--- config.mk ---
export PLATFORM = sky130hd
export DESIGN_NAME = lane_vote_unit
export DESIGN_NICKNAME = d
export VERILOG_FILES = /design/src/rtl/lane_vote_pkg.sv /design/src/rtl/lane_vote_reduce.sv /design/src/rtl/lane_vote_unit.sv
export SDC_FILE = /design/constraint.sdc
export NUM_CORES = 1
export LEC_CHECK = 0
export CAP_MARGIN = 5
export CORE_MARGIN = 4
export CORE_UTILIZATION = 56
export CTS_CLUSTER_DIAMETER = 40
export DETAILED_ROUTE_END_ITERATION = 12
export DONT_BUFFER_PORTS = 1
export PLACE_DENSITY = 0.74
export SETUP_SLACK_MARGIN = 0.3
export SYNTH_ARGS = -nofsm -noshare
export SYNTH_HDL_FRONTEND = slang
export SYNTH_HIERARCHICAL = 1
export SYNTH_SLANG_ARGS = --single-unit
--- constraint.sdc ---
create_clock -name clk_i -period 2.1 [get_ports clk_i]
set_clock_uncertainty 0.1 [all_clocks]
set_input_delay 0.42 -clock clk_i [delete_from_list [all_inputs] [get_ports clk_i]]
set_output_delay 0.42 -clock clk_i [all_outputs]
set_load 0.1 [all_outputs]
--- src/rtl/lane_vote_pkg.sv ---
package lane_vote_pkg;
  localparam int LANES = 32;
  typedef enum logic [1:0] {
    VOTE_ALL   = 2'b00,
    VOTE_ANY   = 2'b01,
    VOTE_EQUAL = 2'b10,
    VOTE_ALT   = 2'b11
  } vote_mode_e;
endpackage

--- src/rtl/lane_vote_reduce.sv ---
module lane_vote_reduce #(
  parameter int N = 32
) (
  input  logic [N-1:0] bits_i,
  input  logic [N-1:0] act_i,
  input  logic [1:0]   mode_i,
  output logic         verdict_o,
  output logic         all_w,
  output logic         any_w,
  output logic         eq_w
);
  function automatic logic f_all(input logic [N-1:0] b, input logic [N-1:0] a);
    return &(b | ~a);
  endfunction
  function automatic logic f_any(input logic [N-1:0] b, input logic [N-1:0] a);
    return |(b & a);
  endfunction

  always_comb begin
    all_w = f_all(bits_i, act_i);
    any_w = f_any(bits_i, act_i);
    eq_w  = all_w | ~any_w;
    case (mode_i)
      2'b01:   verdict_o = any_w;
      2'b10:   verdict_o = eq_w;
      default: verdict_o = all_w;
    endcase
  end
endmodule

--- src/rtl/lane_vote_unit.sv ---
module lane_vote_unit
  import lane_vote_pkg::*;
#(
  parameter int N = LANES
) (
  input  logic         clk_i,
  input  logic         rst_i,
  input  logic         in_valid_i,
  input  logic [N-1:0] pred_i,
  input  logic         inv_i,
  input  logic [N-1:0] lanes_i,
  input  logic [1:0]   mode_i,
  output logic         out_valid_o,
  output logic [N-1:0] ballot_o,
  output logic         verdict_o
);
  logic [N-1:0] adj_w;
  logic [N-1:0] ballot_w;
  logic         verdict_w, all_w, any_w, eq_w;

  for (genvar g = 0; g < N; g++) begin : g_lane
    assign adj_w[g]    = pred_i[g] ^ inv_i;
    assign ballot_w[g] = adj_w[g] & lanes_i[g];
  end

  lane_vote_reduce #(.N(N)) u_red (
    .bits_i(adj_w), .act_i(lanes_i), .mode_i(mode_i),
    .verdict_o(verdict_w), .all_w(all_w), .any_w(any_w), .eq_w(eq_w)
  );

  always_ff @(posedge clk_i) begin
    if (rst_i) begin
      out_valid_o <= 1'b0;
      ballot_o    <= '0;
      verdict_o   <= 1'b0;
    end else begin
      out_valid_o <= in_valid_i;
      if (in_valid_i) begin
        ballot_o  <= ballot_w;
        verdict_o <= verdict_w;
      end
    end
  end
endmodule

==> flow_summary.ini <==
[global_routing]
grt_pass1_vias = 1879
grt_usage_pct = 22.4
grt_overflow = 0
antenna_found_initial = 0
grt_pass1_wl_um = 9230
grt_max_degree = 66

[clocking]
htree_levels = 2
clock_latency_ps = 270
clk_path_buf_depth = 2
clk_pin_slew_worst_paths_ps = 70
cts_buffers = 5
cts_tree = done
root_buffer = clkbuf_8
cts_num_sinks = 34

[hold_path]
min_path_type = in2reg
hold_depth = 1
hp-start = rst_i

[critical_path]
r2r_cells = 3
cp.arrival_ps = 1840
worst-setup-path-type = in2reg
crit_slowest_cell = nor4_2
start_kind = input port
critPathMaxFanout = 32
r2r_start = ballot_o[25]
crit_required_ps = 2180
cpPeakStageDelay_ps = 340
cp_cell_sequence = xor2_2 -> a22oi_1 -> nand4_1 -> nor4_2 -> nor3b_1 -> a311o_1 -> mux2i_1 -> nor2_1
cp-startpoint = inv_i
end_kind = flip-flop

[sta]
finalCritPeriodShare_pct = 83.7
timing.fmax_mhz = 569
rsz0062_at_grt = true
final_max_slew_viol_count = 0
setup_ws_ps = 343
setup_viol = 0
worstMarginPinSlew_ps = 1030
slew_headroom_pct = 31.4
min_period_ps = 1760
finalHoldViolCount = 0

[synth]
syn_nets = 296
synthCells = 224
yosysWarnings = 6
syn_avg_cell_area_um2 = 10.8
syn-cell-area_um2 = 2430

[place]
hpwlAfterDp_um = 4300
gp_congestion = 0.827
io_buffers = 0
pre_cts_slack_ps = -18.6
place_area_um2 = 2620

[floorplan]
die_width_um = 73.9
ios = 104
coreArea_um2 = 4090
dieArea_um2 = 5450
start_util_pct = 59.4
fp-row-count = 23
die_h_um = 73.9

[drt]
drt-wirelength-per-cell_um = 20.3
drt_first_pass_iters = 4
vias = 1839
routed_wl_um = 6070
drtIter0Drc = 104
drc = 0
ant_nets = 0
drt-vias-per-instance = 6.15

[layout]
fill_cells = 328
drive_gt1_share_pct = 34.1
layout.nets = 320
syn_to_final_growth_pct = 13.2
layout_common_cells = buf_4, dfxtp_1, nor3b_1, xor2_2, a41o_1
final_common_cell = buf_4
design_area_um2 = 2750
final_util_pct = 67.3
antenna_cells = 0

[pwr]
power.density_nw_per_um2 = 629
p_leak_uw = 0.00128
peakVddDrop_uv = 422

[flow_run]
max-cap-violations = 0

[status]
status = complete, no violations
-- path summary, 6_finish.rpt --
path	slack [ps]	endpoint
setup / recovery	340	verdict_o
hold / removal	120	verdict_o
setup reg to reg	810	ballot_o[25]
hold reg to reg	440	verdict_o
-- what timing repair did --
action	4_1_cts	5_1_grt
pin swaps	0	7
setup buffers	0	0
endpoints found under the setup margin	1	1
resized for setup	1	8
hold buffers	0	0
-- final cells by class --
class / instances / area [µm²] / area share, %
clock buffers: 7 / 86.3 / 3.14
clock inverters: 1 / 5.00 / 0.182
inverters: 13 / 48.8 / 1.77
multi-input cells: 159 / 1600 / 58.3
flip-flops and latches: 34 / 681 / 24.7
well taps: 50 / 62.6 / 2.27
repair buffers: 35 / 263 / 9.55
-- report_power, final --
part           switching [µW]  internal, µW  leakage [µW]
clock                     234           265     0.0000482
combinational             366           181      0.000950
sequential               10.4           676      0.000278
total                     609          1120       0.00128
-- registers in the layout, indices dropped and copies added (netlist names) --
name	count
ballot_o	32
out_valid_o	1
verdict_o	1
-- layer usage --
| metal | vias to the layer above | share of wire [%] | GRT usage (%) |
|---|---|---|---|
| li1 | 869 | - | - |
| met1 | 872 | 37 | 25.7 |
| met2 | 88 | 52 | 39.3 |
| met3 | 10 | 9.4 | 7.52 |
| met4 | 0 | 1.9 | 6.24 |
| met5 | - | 0 | 0 |
-- stage by stage --
stage	power, µW	setup TNS (ps)	hold slack [ps]	std cells
2_1_floorplan	1200	-65.4	455	224
3_3_place_gp	1220	0	401	291
3_5_place_dp	1230	-18.6	404	291
4_1_cts	1730	0	97.2	299
5_1_grt	1800	0	103	299
6_report	1730	0	122	299
-- critical path: cells and delay by family --
family,cells,cell delay (ps)
compound gates,2,480
xor+xnor,1,170
mux,1,130
simple gates,4,630
Note: power is estimated with default switching activity, not from simulation.
